[src/rtl/dual_timer_pkg.sv]
package dual_timer_pkg;
  localparam int NCH = 2;  // register map below is laid out for two channels
  localparam int DW  = 4;
  localparam int CW  = 2 * DW;
  localparam int PW  = 8;

  localparam logic [3:0] A_MODE  = 4'h0;
  localparam logic [3:0] A_OUT   = 4'h1;
  localparam logic [3:0] A_CTRL0 = 4'h2;
  localparam logic [3:0] A_CTRL1 = 4'h3;
  localparam logic [3:0] A_RLD0L = 4'h4;
  localparam logic [3:0] A_RLD0H = 4'h5;
  localparam logic [3:0] A_RLD1L = 4'h6;
  localparam logic [3:0] A_RLD1H = 4'h7;
  localparam logic [3:0] A_CNT0L = 4'h8;
  localparam logic [3:0] A_CNT0H = 4'h9;
  localparam logic [3:0] A_CNT1L = 4'hA;
  localparam logic [3:0] A_CNT1H = 4'hB;
  localparam logic [3:0] A_MASK  = 4'hC;
  localparam logic [3:0] A_FLAG  = 4'hD;

  function automatic logic [PW-1:0] div_limit(logic [1:0] sel);
    case (sel)
      2'b00:   return PW'(0);
      2'b01:   return PW'(3);
      2'b10:   return PW'(31);
      default: return PW'(255);
    endcase
  endfunction
endpackage

[src/rtl/tmr_prescaler.sv]
module tmr_prescaler
  import dual_timer_pkg::*;
(
  input  logic       clk_i,
  input  logic       rst_ni,
  input  logic       src_tick_i,
  input  logic [1:0] div_sel_i,
  input  logic       clr_i,
  output logic       tick_o
);
  logic [PW-1:0] cnt_q;

  assign tick_o = src_tick_i && (cnt_q >= div_limit(div_sel_i));

  always_ff @(posedge clk_i or negedge rst_ni) begin
    if (!rst_ni)         cnt_q <= '0;
    else if (clr_i)      cnt_q <= '0;
    else if (src_tick_i) cnt_q <= tick_o ? '0 : cnt_q + 1'b1;
  end
endmodule

[src/rtl/tmr_channel.sv]
module tmr_channel #(
  parameter int W = 8
) (
  input  logic         clk_i,
  input  logic         rst_ni,
  input  logic         tick_i,
  input  logic         run_req_i,
  input  logic         load_i,
  input  logic [W-1:0] reload_i,
  output logic [W-1:0] cnt_o,
  output logic         run_o,
  output logic         uflow_o
);
  logic [W-1:0] cnt_q;
  logic         run_q;
  logic         active;

  // old state or request: stopping still takes one last decrement
  assign active  = run_q | run_req_i;
  assign uflow_o = tick_i && active && !load_i && (cnt_q == '0);
  assign cnt_o   = cnt_q;
  assign run_o   = run_q;

  always_ff @(posedge clk_i or negedge rst_ni) begin
    if (!rst_ni) begin
      cnt_q <= '0;
      run_q <= 1'b0;
    end else begin
      if (tick_i) run_q <= run_req_i;
      if (load_i)                cnt_q <= reload_i;
      else if (tick_i && active) cnt_q <= (cnt_q == '0) ? reload_i : cnt_q - 1'b1;
    end
  end
endmodule

[src/rtl/dual_timer.sv]
module dual_timer
  import dual_timer_pkg::*;
(
  input  logic       clk_i,
  input  logic       rst_ni,
  input  logic       slow_tick_i,
  input  logic       fast_tick_i,
  input  logic       evt_i,
  input  logic [3:0] addr_i,
  input  logic [3:0] wdata_i,
  input  logic       wr_i,
  input  logic       rd_i,
  output logic [3:0] rdata_o,
  output logic       irq_o,
  output logic       tout_o
);
  logic                    edge_rise_q, evt_mode_q, evt_q, evt_edge;
  logic [NCH-1:0]          fast_q;
  logic                    out_en_q, out_sel_q, tout_q;
  logic [NCH-1:0]          run_req_q;
  logic [NCH-1:0][1:0]     div_q;
  logic [NCH-1:0][CW-1:0]  reload_q;
  logic [NCH-1:0][CW-1:0]  cnt;
  logic [NCH-1:0][DW-1:0]  hi_cap_q;
  logic [NCH-1:0]          mask_q, flag_q;
  logic [NCH-1:0]          run_q, uflow, load, ch_tick, pre_tick;

  assign evt_edge = edge_rise_q ? (evt_i & ~evt_q) : (~evt_i & evt_q);

  for (genvar c = 0; c < NCH; c++) begin : g_ch
    localparam logic [3:0] CTRL_A = 4'(32'(A_CTRL0) + c);
    logic src_tick;

    assign load[c]  = wr_i && (addr_i == CTRL_A) && wdata_i[1];
    assign src_tick = fast_q[c] ? fast_tick_i : slow_tick_i;

    tmr_prescaler u_pre (
      .clk_i     (clk_i),
      .rst_ni    (rst_ni),
      .src_tick_i(src_tick),
      .div_sel_i (div_q[c]),
      .clr_i     (load[c]),
      .tick_o    (pre_tick[c])
    );

    if (c == 0) begin : g_evt
      assign ch_tick[c] = evt_mode_q ? evt_edge : pre_tick[c];
    end else begin : g_plain
      assign ch_tick[c] = pre_tick[c];
    end

    tmr_channel #(.W(CW)) u_ch (
      .clk_i    (clk_i),
      .rst_ni   (rst_ni),
      .tick_i   (ch_tick[c]),
      .run_req_i(run_req_q[c]),
      .load_i   (load[c]),
      .reload_i (reload_q[c]),
      .cnt_o    (cnt[c]),
      .run_o    (run_q[c]),
      .uflow_o  (uflow[c])
    );

    always_ff @(posedge clk_i or negedge rst_ni) begin
      if (!rst_ni)                                         flag_q[c] <= 1'b0;
      else if (uflow[c])                                   flag_q[c] <= 1'b1;
      else if (wr_i && addr_i == A_FLAG && wdata_i[c])     flag_q[c] <= 1'b0;
    end
  end

  always_ff @(posedge clk_i or negedge rst_ni) begin
    if (!rst_ni) begin
      edge_rise_q <= 1'b0;
      evt_mode_q  <= 1'b0;
      fast_q      <= '0;
      out_en_q    <= 1'b0;
      out_sel_q   <= 1'b0;
      run_req_q   <= '0;
      div_q       <= '0;
      reload_q    <= '0;
      mask_q      <= '0;
    end else if (wr_i) begin
      case (addr_i)
        A_MODE: begin
          edge_rise_q <= wdata_i[0];
          evt_mode_q  <= wdata_i[1];
        end
        A_OUT: begin
          fast_q    <= wdata_i[1:0];
          out_en_q  <= wdata_i[2];
          out_sel_q <= wdata_i[3];
        end
        A_CTRL0, A_CTRL1: begin
          run_req_q[addr_i[0]] <= wdata_i[0];
          div_q[addr_i[0]]     <= wdata_i[3:2];
        end
        A_RLD0L, A_RLD0H, A_RLD1L, A_RLD1H: begin
          if (addr_i[0]) reload_q[addr_i[1]][CW-1:DW] <= wdata_i;
          else           reload_q[addr_i[1]][DW-1:0]  <= wdata_i;
        end
        A_MASK:  mask_q <= wdata_i[NCH-1:0];
        default: ;
      endcase
    end
  end

  always_ff @(posedge clk_i or negedge rst_ni) begin
    if (!rst_ni) begin
      evt_q    <= 1'b0;
      tout_q   <= 1'b0;
      hi_cap_q <= '0;
    end else begin
      evt_q <= evt_i;
      if (uflow[out_sel_q]) tout_q <= ~tout_q;
      if (rd_i && addr_i == A_CNT0L) hi_cap_q[0] <= cnt[0][CW-1:DW];
      if (rd_i && addr_i == A_CNT1L) hi_cap_q[1] <= cnt[1][CW-1:DW];
    end
  end

  always_comb begin
    rdata_o = '0;
    case (addr_i)
      A_MODE:           rdata_o = {2'b00, evt_mode_q, edge_rise_q};
      A_OUT:            rdata_o = {out_sel_q, out_en_q, fast_q};
      A_CTRL0, A_CTRL1: rdata_o = {div_q[addr_i[0]], 1'b0, run_q[addr_i[0]]};
      A_RLD0L, A_RLD1L: rdata_o = reload_q[addr_i[1]][DW-1:0];
      A_RLD0H, A_RLD1H: rdata_o = reload_q[addr_i[1]][CW-1:DW];
      A_CNT0L:          rdata_o = cnt[0][DW-1:0];
      A_CNT0H:          rdata_o = hi_cap_q[0];
      A_CNT1L:          rdata_o = cnt[1][DW-1:0];
      A_CNT1H:          rdata_o = hi_cap_q[1];
      A_MASK:           rdata_o = {2'b00, mask_q};
      A_FLAG:           rdata_o = {2'b00, flag_q};
      default:          rdata_o = '0;
    endcase
  end

  assign irq_o  = |(flag_q & mask_q);
  assign tout_o = out_en_q ? tout_q : 1'b1;
endmodule

[config.mk]
export PLATFORM = sky130hd
export DESIGN_NAME = dual_timer
export DESIGN_NICKNAME = d
export VERILOG_FILES = /design/src/rtl/dual_timer_pkg.sv /design/src/rtl/tmr_prescaler.sv /design/src/rtl/tmr_channel.sv /design/src/rtl/dual_timer.sv
export SDC_FILE = /design/constraint.sdc
export NUM_CORES = 1
export LEC_CHECK = 0
export BUFFER_PORTS_ARGS = -buffer_cell sky130_fd_sc_hd__clkbuf_2
export CAP_MARGIN = 10
export CORE_MARGIN = 5
export CORE_UTILIZATION = 50
export CTS_CLUSTER_SIZE = 10
export DETAILED_ROUTE_END_ITERATION = 16
export PLACE_DENSITY = 0.67
export SYNTH_ARGS = -nofsm -noshare
export SYNTH_HDL_FRONTEND = slang
export SYNTH_SLANG_ARGS = --single-unit
[constraint.sdc]
create_clock -name clk_i -period 3.25 [get_ports clk_i]
set_input_delay 0.65 -clock clk_i [delete_from_list [all_inputs] [get_ports clk_i]]
set_output_delay 0.65 -clock clk_i [all_outputs]
set_load 0.1 [all_outputs]
[After elaboration in Yosys (flattened, before gate mapping)]
Cells that the tools add are included.
Operators by class
  add/subtract/negate cells: 4
  magnitude comparators: 7
  equal/unequal tests: 17
  muxes and demuxes: 45
  bitwise logic cells: 8
  reduce and logical (&&, ||, !) cells: 42
Operators with widths (count)
  8-bit 2-to-1 mux: 15
  8-bit one-hot mux with 3 select lines: 2
  4-bit one-hot mux with 11 select lines: 1
  16-bit bitwise mux: 2
  4-bit equality test (second input constant): 6
  1-bit logical AND: 19
  8-bit by 1-bit adder with 8-bit output (second input constant): 2
  8-bit demux with 1-bit select: 2
  4-bit by 3-bit equality test with 1-bit output (second input constant): 4
  8-bit >= comparator: 2
  8-bit logical NOT: 2
  16-bit 2-to-1 mux: 1
  8-bit by 1-bit subtractor with 8-bit output (second input constant): 2
  1-bit 2-to-1 mux: 14
  2-bit nonzero test: 6
  2-bit AND reduction: 5
  4-bit by 2-bit equality test with 1-bit output (second input constant): 2
  2-bit OR reduction: 4
  1-bit by 2-bit < comparator with 1-bit output (second input constant): 3
  2-bit 2-to-1 mux: 3
  4-bit bitwise mux: 1
  2-bit by 1-bit equality test with 1-bit output (second input constant): 2
  2-bit equality test (second input constant): 2
  4-bit by 1-bit equality test with 1-bit output (second input constant): 1
  other kinds (13): 20
Storage, ports and cells
  register bits after elaboration: 76
  bits of input ports: 15
  output and inout port bits: 6

[Logic depth before layout (Yosys ltp)]
Gate-level depths: netlist of run 1.
  word-level depth: 10
  gate-level depth with buffers: 9

[Cells and area by module]
From an unflattened synthesis of run 1, not the netlist that was laid out.
Unflattened totals
  cell total of the unflattened synthesis: 441
  area, all modules: 4733.3 um2
Modules (own cells, without submodules)
  dual_timer: instances 1, cells an instance 179, area an instance 2257.2 um2
  tmr_channel: instances 2, cells an instance 66, area an instance 604.3 um2
  tmr_prescaler (g_ch[0].u_pre): instances 1, cells an instance 67, area an instance 635.6 um2
  tmr_prescaler (g_ch[1].u_pre): instances 1, cells an instance 63, area an instance 631.9 um2

[Worst setup path after synthesis of run 1]
OpenSTA, ideal clock, no wires.
  kind: input-to-output
  from: input addr_i[1]
  to: output rdata_o[3]
  arrival: 3.841 ns
  data required time: 2.600 ns
  path slack: -1.241 ns
  stages on the path: 7
  buffers on the path: 3
  path through: buf_2 buf_1 buf_1 a21oi_1 a211oi_1 a21oi_1 o21ai_0
On the way
  word-level cells in the longest chain between the ends: 3
  elaborated cells on any way between the ends: 20
  those cells by class: eq/ne: 13; mux: 3; reduce/logical: 4
RTL lines
  start, declared: RTL line dual_timer.sv:9  | input logic [3:0] addr_i,
  4-bit by 3-bit equality test with 1-bit output (tied with other cells): RTL line dual_timer.sv:122  | case (addr_i)
  2-bit OR reduction or 8-bit 2-to-1 mux (tied branches): RTL line dual_timer.sv:122, dual_timer.sv:127
  4-bit one-hot mux with 11 select lines (*): RTL line dual_timer.sv:122
  end, declared: RTL line dual_timer.sv:13  | output logic [3:0] rdata_o,
Every way passes the cells marked *; elsewhere a longest branch is shown, timed or not. The select of a mux whose other input is x is not followed.

[Worst setup path in the final report of run 1]
  from: input addr_i[0]
  to: output rdata_o[1]
On the way
  word-level cells in the longest chain between the ends: 3
  elaborated cells on any way between the ends: 18
  those cells by class: eq/ne: 13; mux: 1; reduce/logical: 4
RTL lines (RTL line)
  4-bit by 3-bit equality test with 1-bit output or 4-bit by 2-bit equality test with 1-bit output (tied branches): dual_timer.sv:122
  2-bit OR reduction: dual_timer.sv:122
  4-bit one-hot mux with 11 select lines (*): dual_timer.sv:122
Every way passes the cells marked *; elsewhere a longest branch is shown, timed or not.

==> results of run 1 <==
[state kept, by name, summed over array words and instances (netlist names)]
register          flops
g_ch.u_ch.cnt_o      16
g_ch.u_pre.cnt_q     16
reload_q             16
hi_cap_q              8
div_q                 4
fast_q                2
flag_q                2
g_ch.u_ch.run_o       2
mask_q                2
run_req_q             2
edge_rise_q           1
evt_mode_q            1
evt_q                 1
out_en_q              1
out_sel_q             1
tout_q                1
[metrics by stage]
stage                       util  power (mW)  setup TNS (ns)  worst slack (ns)
after CTS                 0.5592       3.947               0            0.2928
after floorplan                -       2.778         -0.8859           -0.4894
final                     0.5592       3.948               0            0.2455
after global placement    0.5374       3.131               0            0.3846
after detailed placement  0.5374       3.194               0            0.3040
after global routing      0.5592       4.203               0            0.1142
[report_power, final]
part | switching [mW] | internal (mW) | total (mW)
logic | 0.887 | 0.653 | 1.54
registers | 0.399 | 1.26 | 1.66
clock network | 0.365 | 0.379 | 0.744
[cell usage after synthesis, types with 3 or more instances]
library cell	count
nand2b_1	5
nand3_1	26
o31ai_1	3
buf_1	3
a221oi_2	4
nor2b_1	7
nand2_1	55
o22ai_1	5
nor2_2	3
nor3b_1	4
nor3_1	14
dfrtp_1	76
clkbuf_1	8
xnor2_1	3
or2_2	4
nor2_1	39
nand3b_1	3
a21oi_1	26
a211oi_1	3
o21ai_1	7
mux4_2	3
o21ai_0	21
mux2_2	44
a22oi_1	4
o21a_1	3
or4_1	3
xor2_1	4
buf_2	8
ha_1	19
inv_1	20
nand4_1	4
a32o_1	3
nor4_1	4
and3_1	6
a32oi_1	4
a31oi_1	4
[critical path, cell delays in order]
cell       delay (ns)
clkbuf_2         0.37
inv_1            0.12
nor2_1           0.26
nand3_1          0.19
o2111ai_2        0.25
clkbuf_2         0.50
[final cells by class]
cell class | count | area [um^2]
Timing Repair Buffer | 28 | 177.7
Inverter | 20 | 75.07
Sequential cell | 76 | 1902
Clock buffer | 11 | 141.4
Multi-Input combinational cell | 374 | 2650
Fill cell | 844 | 4073
Clock inverter | 5 | 60.06
Tap cell | 129 | 161.4
[layer usage]
layer  vias up  track usage  share of wire
met3        21      0.03913          0.065
met1      1939       0.2866           0.46
li1       1833            -              -
met4         0      0.06758          0.020
met5         -            0              0
met2       150       0.3204           0.46
[worst max-delay path by stage]
stage	from	end	slack [ns]
2_1_floorplan	addr_i[1]	rdata_o[3]	-0.49
3_3_place_gp	addr_i[0]	rdata_o[1]	0.38
5_1_grt	addr_i[0]	rdata_o[1]	0.11
4_1_cts	addr_i[0]	rdata_o[1]	0.29
3_5_place_dp	addr_i[0]	rdata_o[1]	0.30
6_report	addr_i[0]	rdata_o[1]	0.25
[cell families after synthesis]
family	after synthesis	synth area share
buffers and inverters	42	0.03818
adders and majority gates	19	0.05037
and+or+nand+nor	190	0.2055
AOI/OAI and AO/OA	108	0.1609
DFF	76	0.4030
muxes	50	0.1291
xor gates and xnor gates	7	0.01299
==> impl_metrics.yaml, run 1 <==
run_status:
  status: "finished clean"
finish:
  final_design_area_no_fill_mm2: 0.005167
  finish.cell_count_without_fillers: 643
  layout_area_growth_over_synthesis_pct: 9.491
  layout.cells.most_common_list: "dfrtp_1 (76), nand2_1 (55), mux2_2 (44)"
  drive_gt1_frac: 0.2296
  finalNetCount: 543
  antenna_cells: 0
  mostFrequentLayoutCell: "dfrtp_1"
detailed_routing:
  drt_pass1_iterations: 5
  detail_route.wl_per_cell_um: 17.86
  via_count: 3943
  viasPerCell: 6.132
  post-route-drc-count: 0
  route.final.wire_length_mm: 11.48
  ant_nets: 0
  initialDrtViolationCount: 320
clock_network:
  cts_tree: "yes"
  clk_transition_reported_paths_ns: 0.07
  postCtsSetupRepairBufs: 0
  cts.repair.resized: 0
  clock_tree_root_buffer_cell: "clkbuf_8"
  ctsHtreeMaxLevel: 3
  clock-sinks: 76
  max-clock-path-buffers: 2
  hold_buf_cts: 0
  cts-buffers-inserted: 9
  clkLatencyLatePin_ns: 0.36
floorplanning:
  fp.coreArea_mm2: 0.009240
  die_height_um: 107.2
  top_level_i_o_count: 21
  die_area_mm2: 0.01148
  floorplan.rows: 35
  initial_util: 0.5108
  floorplan.die.width_um: 107.2
logic_synthesis:
  synth_async_sr_flop_share: 1.000
  synth.yosys.seq_area_share: 0.4030
  synthTopCellsByArea: "dfrtp_1 (40%), mux2_2 (10%), ha_1 (5.0%), nand2_1 (4.4%), nor2_1 (3.1%)"
  synth_area_mm2: 0.004720
  synthesis.nets: 526
  synth_top_area_share: 0.4030
  ys_types: 72
  synth_top_flop_cell: "dfrtp_1"
  synth_top_area_cell: "dfrtp_1"
  synth-edff-count: 0
  yosys_warnings: 0
  synthesis.area_per_instance_um2: 9.593
  syn-instance-count: 492
  postSynthRegisterBits: 76
setup_path:
  worstPathRequired_ns: 2.60
  reg_to_reg_critical_path_endpoint: "g_ch[1].u_ch.cnt_o[2]"
  r2r_start: "div_q[2]"
  crit_type: "primary input to output port"
  rr_worst_depth: 8
  r2r_slack_ns: 0.46
  arrival_time_reported_for_the_critical_path_endpoint_ns: 2.35
  start_kind: "primary input"
  worst_path_fanout_max: 20
  setup.worst_path.end_class: "output port"
placed_design:
  numPortBuffers: 20
  place.gp.congestion: 0.9236
  placement.cell_area_mm2: 0.004966
  detailed_place_hpwl_mm: 8.447
  place_inst: 627
global_routing:
  via_count_of_the_first_global_routing_pass: 3693
  grt_pass1_wl_mm: 18.68
  antenna_found_initial: 0
  grt_max_degree: 77
  grt.total_usage: 0.2051
  grt_overflow: 0
power:
  leakagePower_nw: 2.217
  vdd_drop_max_mv: 0.4569
  power.density_mw_per_mm2: 763.9
timing:
  final_period_minus_worst_setup_slack_ns: 3.005
  finalSetupViolCount: 0
  hold_viol: 0
  worst_hold_slack_ns: 0.4299
  number_of_pins_with_negative_max_slew_slack_in_the_final_report: 0
  final.setup_skew_ns: 0.01099
  setup_repair_after_global_routing_missed_its_margin: "no"
  period_share: 0.9245
  maxSlewHeadroom: 0.3699
  timing_worst_slew_pin_value_ns: 0.9451
  max_clock_freq_ghz: 0.3328
hold_path:
  hold_path_startpoint: "evt_i"
  hold_path_depth: 1
  min_delay_worst_endpoint: "evt_q"
  min_path_type: "primary input to flip-flop"
run:
  cap_violations: 0
Note: power is estimated with default switching activity, not from simulation.
==> inputs of run 2 (changes only) <==
Settings changed: PLACE_DENSITY 0.67 to not set, PLACE_DENSITY_LB_ADDON set to 0.2.
Clock period 3.25 ns to 2.69 ns, I/O delays scaled along.
==> run 2 against run 1 <==
Critical path type unchanged. Cell count up 1.9%. Clock skew up 0.0027 ns. Sequential share of layout area down 1.5 points.
==> impl_metrics.yaml, run 2 (same netlist as run 1, synthesis figures left out) <==
timing:
  setup_repair_after_global_routing_missed_its_margin: "no"
  worst_hold_slack_ns: 0.1836
  timing_worst_slew_pin_value_ns: 0.6145
  postLayoutSetupSlackWorst_ns: 0.09489
  number_of_pins_with_negative_max_slew_slack_in_the_final_report: 0
  finalSetupTns_ns: 0
  final_period_minus_worst_setup_slack_ns: 2.595
  maxSlewHeadroom: 0.5872
  final.setup_skew_ns: 0.01367
  hold_viol: 0
  period_share: 0.9647
  finalSetupViolCount: 0
  max_clock_freq_ghz: 0.3853
floorplanning:
  floorplan.die.width_um: 107.2
  fp.coreArea_mm2: 0.009240
  floorplan.rows: 35
  top_level_i_o_count: 21
  initial_util: 0.5108
  die_area_mm2: 0.01148
  die_height_um: 107.2
clock_network:
  clock-sinks: 76
  clock_tree_root_buffer_cell: "clkbuf_8"
  cts_tree: "yes"
  postCtsSetupRepairBufs: 0
  ctsHtreeMaxLevel: 3
  clk_transition_reported_paths_ns: 0.08
  clkLatencyLatePin_ns: 0.35
  cts-buffers-inserted: 9
  max-clock-path-buffers: 2
  hold_buf_cts: 0
detailed_routing:
  post-route-drc-count: 0
  ant_nets: 0
  route.final.wire_length_mm: 11.55
  detail_route.wl_per_cell_um: 17.63
  drt_pass1_iterations: 5
  viasPerCell: 5.895
  via_count: 3861
  initialDrtViolationCount: 258
finish:
  final_design_area_no_fill_mm2: 0.005393
  finish.utilization: 0.5836
  antenna_cells: 0
  finish.cell_count_without_fillers: 655
  drive_gt1_frac: 0.2548
  final.fill_count: 790
  layout.cells.most_common_list: "dfrtp_1 (76), nand2_1 (55), mux2_2 (44)"
  finalNetCount: 556
  layout_area_growth_over_synthesis_pct: 14.26
  mostFrequentLayoutCell: "dfrtp_1"
setup_path:
  arrival_time_reported_for_the_critical_path_endpoint_ns: 2.06
  worstPathRequired_ns: 2.15
  start_kind: "primary input"
  worst_path_fanout_max: 13
  crit_type: "primary input to output port"
  rr_worst_depth: 9
  setup.worst_path.end_class: "output port"
placed_design:
  placement.cell_area_mm2: 0.005161
  numPortBuffers: 20
  place.gp.congestion: 0.9159
  place_inst: 640
  detailed_place_hpwl_mm: 8.579
  detailedPlace.worstSlack_ns: 0.1444
power:
  fin_total_pwr_mw: 4.961
  vdd_drop_max_mv: 0.5813
  leakagePower_nw: 2.313
  power.density_mw_per_mm2: 919.9
global_routing:
  grt.total_usage: 0.2104
  grt_pass1_wl_mm: 18.86
  grt_overflow: 0
  grt_util_met2: 0.3208
  global_route.usage.met3: 0.03612
  via_count_of_the_first_global_routing_pass: 3672
  antenna_found_initial: 0
  grt_busiest_layer: "met2"
  use_met1: 0.2998
  grt_max_degree: 77
run_status:
  status: "finished clean"
run:
  cap_violations: 0
hold_path:
  min_path_type: "primary input to asynchronous set/reset pin"
-- run 2: cell types whose count changed in the layout (fill, tap and decap cells not counted), sizes merged --
cell    change
buf        +16
clkbuf      -3
bufinv      +1
inv         -1
clkinv      -1
-- run 2: layout make-up --
cell class              count  area, um^2  area share
clock buffers              11       151.4     0.02807
clock inverters             4       72.57     0.01346
inverters                  20       75.07     0.01392
multi-input cells         374        2698      0.5002
flip-flops and latches     76        1902      0.3527
well taps                 129       161.4     0.02993
repair buffers             41       332.8     0.06172
-- run 2: path summary, 6_finish.rpt --
check	start	endpoint	slack, ns
setup / recovery	addr_i[0]	rdata_o[1]	0.09
hold / removal	rst_ni	g_ch[0].u_pre.cnt_q[3]	0.18
setup reg to reg	div_q[3]	g_ch[1].u_ch.cnt_o[7]	0.12
hold reg to reg	tout_q	tout_q	0.47
max in group asynchronous	rst_ni	g_ch[1].u_ch.cnt_o[7]	2.16
min in group clk_i	evt_i	evt_q	0.33
-- run 2: where the power goes --
group,total [mW],switching [mW],internal (mW),leakage [nW]
combinational,1.99,1.10,0.891,1.25
sequential,2.00,0.471,1.53,0.948
clock,0.974,0.407,0.567,0.111
total,4.96,1.98,2.99,2.31
-- run 2: critical path, stage by stage --
cell,delay [ns]
clkbuf_2,0.29
inv_1,0.19
nor2_1,0.29
nand3_1,0.24
o2111ai_4,0.29
buf_12,0.21
-- run 2: repair_timing --
action / in CTS / in global routing
resized for setup: 0 / 1
setup endpoints to repair: 0 / 2
hold endpoints to repair: 0 / 0
-- run 2: routing by layer --
metal	share of wire	routed length, um
met1	0.48	5534
met2	0.47	5383
met3	0.036	417
met4	0.019	214
met5	0	0
==> inputs of run 3 (changes only) <==
==> constraint.sdc (replaced) <==
create_clock -name clk_i -period 2.69 [get_ports clk_i]
set_input_delay 0.1345 -clock clk_i [delete_from_list [all_inputs] [get_ports clk_i]]
set_output_delay 0.1345 -clock clk_i [all_outputs]
set_load 0.1 [all_outputs]
==> run 3 against run 2 <==
First-iteration DRC count up 38%. Cell area down 3.1%. Flip-flop and latch count unchanged. Critical path depth up 3. Largest cell class unchanged. Combinational power down 5%. Sequential share of layout area up 1.1 points. Global-route usage up 0.53 points. Fmax up 4.0%. Clock skew down 0.0030 ns. Utilization down 1.8 points. Hold slack worse by 0.031 ns. Count of clock-buffer cells in the layout down 2.
==> impl_metrics.yaml, run 3 (same netlist as run 1, synthesis figures left out) <==
run_status:
  status: "finished clean"
finish:
  multiInputGateArea_mm2: 0.002661
  seqCellArea_mm2: 0.001902
  final.fill_count: 842
  finalNetCount: 549
  layout.cells.most_common_list: "dfrtp_1 (76), nand2_1 (55), mux2_2 (44)"
  drive_gt1_frac: 0.2365
  mostFrequentLayoutCell: "dfrtp_1"
  antenna_cells: 0
  layout_area_growth_over_synthesis_pct: 10.76
  finish.utilization: 0.5657
detailed_routing:
  route.final.wire_length_mm: 11.58
  via_count: 3811
  post-route-drc-count: 0
  drt_pass1_iterations: 5
  ant_nets: 0
  detail_route.wl_per_cell_um: 17.84
  viasPerCell: 5.872
  initialDrtViolationCount: 357
floorplanning:
  initial_util: 0.5108
  fp.coreArea_mm2: 0.009240
  floorplan.rows: 35
  floorplan.die.width_um: 107.2
  die_height_um: 107.2
  die_area_mm2: 0.01148
  top_level_i_o_count: 21
setup_path:
  worst_path_fanout_max: 12
  r2r_slack_ns: 0.19
  arrival_time_reported_for_the_critical_path_endpoint_ns: 2.77
  worstPathRequired_ns: 2.96
  crit_type: "flip-flop to flip-flop"
  setup.worst_path.end_class: "flip-flop"
  start_kind: "flip-flop"
global_routing:
  grt_pass1_wl_mm: 19.58
  antenna_found_initial: 0
  grt.total_usage: 0.2157
  grt_overflow: 0
  via_count_of_the_first_global_routing_pass: 3833
  grt_max_degree: 77
clock_network:
  max-clock-path-buffers: 2
  clock-sinks: 76
  clock_tree_root_buffer_cell: "clkbuf_8"
  cts_tree: "yes"
  clk_transition_reported_paths_ns: 0.08
  cts-buffers-inserted: 9
  clkLatencyLatePin_ns: 0.35
  postCtsSetupRepairBufs: 0
  ctsHtreeMaxLevel: 3
timing:
  hold_viol: 0
  maxSlewHeadroom: 0.3606
  max_clock_freq_ghz: 0.4006
  timing_worst_slew_pin_value_ns: 0.9591
  number_of_pins_with_negative_max_slew_slack_in_the_final_report: 0
  period_share: 0.9279
  final.setup_skew_ns: 0.01070
  finalSetupTns_ns: 0
  postLayoutSetupSlackWorst_ns: 0.1939
  final_period_minus_worst_setup_slack_ns: 2.496
  finalSetupViolCount: 0
power:
  pwr-share-seq: 0.413
  power.net_switching_mw: 1.984
  power.density_mw_per_mm2: 930.1
  comb_power_share: 0.391
  share_clk_of_total_power: 0.196
  vdd_drop_max_mv: 0.5170
  internal_power_consumption_mw: 2.878
  leakagePower_nw: 2.248
  power.share.switching: 0.4081
placed_design:
  numPortBuffers: 20
  place.gp.congestion: 0.8549
  detailed_place_hpwl_mm: 8.469
  detailedPlace.worstSlack_ns: 0.1405
hold_path:
  min_path_type: "primary input to flip-flop"
run:
  cap_violations: 0
==> run 3: changes by cell type in the layout (fill, tap and decap cells not counted), moves of 2 or more <==
cell	previous run	this run
clkinv_2	1	3
clkbuf_8	11	9
buf_12	5	0
clkbuf_2	15	19
buf_4	21	13
dlygate4sd3_1	0	2
==> run 3: power groups by stage <==
stage,logic [mW],clock network [mW],registers [mW]
3_3_place_gp,1.82,0,2.00
4_1_cts,1.88,0.981,2.00
5_1_grt,2.14,1.03,2.07
3_5_place_dp,1.87,0,2.02
2_1_floorplan,1.55,0,1.81
6_report,1.90,0.954,2.01
==> run 3: final timing paths <==
| check | start | end | cells past startpoint |
|---|---|---|---|
| worst max-delay path | div_q[2] | tout_q | 9 |
| worst min-delay path | wdata_i[2] | reload_q[14] | 3 |
| worst max register to register | div_q[2] | tout_q | 9 |
| worst min register to register | tout_q | tout_q | 1 |
| max in group asynchronous | rst_ni | reload_q[11] | 2 |
| min in group asynchronous | rst_ni | g_ch[0].u_pre.cnt_q[4] | 2 |
==> run 3: area by class of cell <==
| class | instances | area share |
|---|---|---|
| clock buffer | 9 | 0.02370 |
| multi-input combinational | 374 | 0.5091 |
| clock inverter | 7 | 0.01747 |
| sequential | 76 | 0.3638 |
| inverter | 20 | 0.01436 |
| tap | 129 | 0.03088 |
| timing repair buffer | 34 | 0.04069 |
==> run 3: worst max-delay path, cell delays in order, from the launching register on <==
cell,delay [ns]
dfrtp_1,0.41
or2_2,0.32
ha_1,0.27
nand2b_1,0.17
a2111oi_4,0.37
buf_4,0.18
nor4b_4,0.05
or2_4,0.32
a41oi_2,0.21
xnor2_1,0.13
==> run 3: routing by layer <==
metal / part of all wire / GRT usage
met1: 0.47 / 0.3030
met2: 0.47 / 0.3418
met3: 0.045 / 0.03432
met4: 0.013 / 0.06667
met5: 0 / 0
==> run 3: repair_timing <==
item,in CTS,in global routing
setup endpoints to repair,0,2
resized for setup,0,2
hold buffers,2,0
endpoints found under the hold margin,77,0
==> run 3: stage by stage <==
stage / hold slack [ns] / total power [mW] / instance area (um^2) / cells
6_report: 0.1530 / 4.862 / 5228 / 649
4_1_cts: 0.1407 / 4.855 / 5210 / 649
2_1_floorplan: -0.1611 / 3.354 / 4726 / 492
3_5_place_dp: 0.2796 / 3.885 / 4975 / 631
5_1_grt: 0.1528 / 5.232 / 5228 / 649
3_3_place_gp: 0.2740 / 3.824 / 4975 / 631
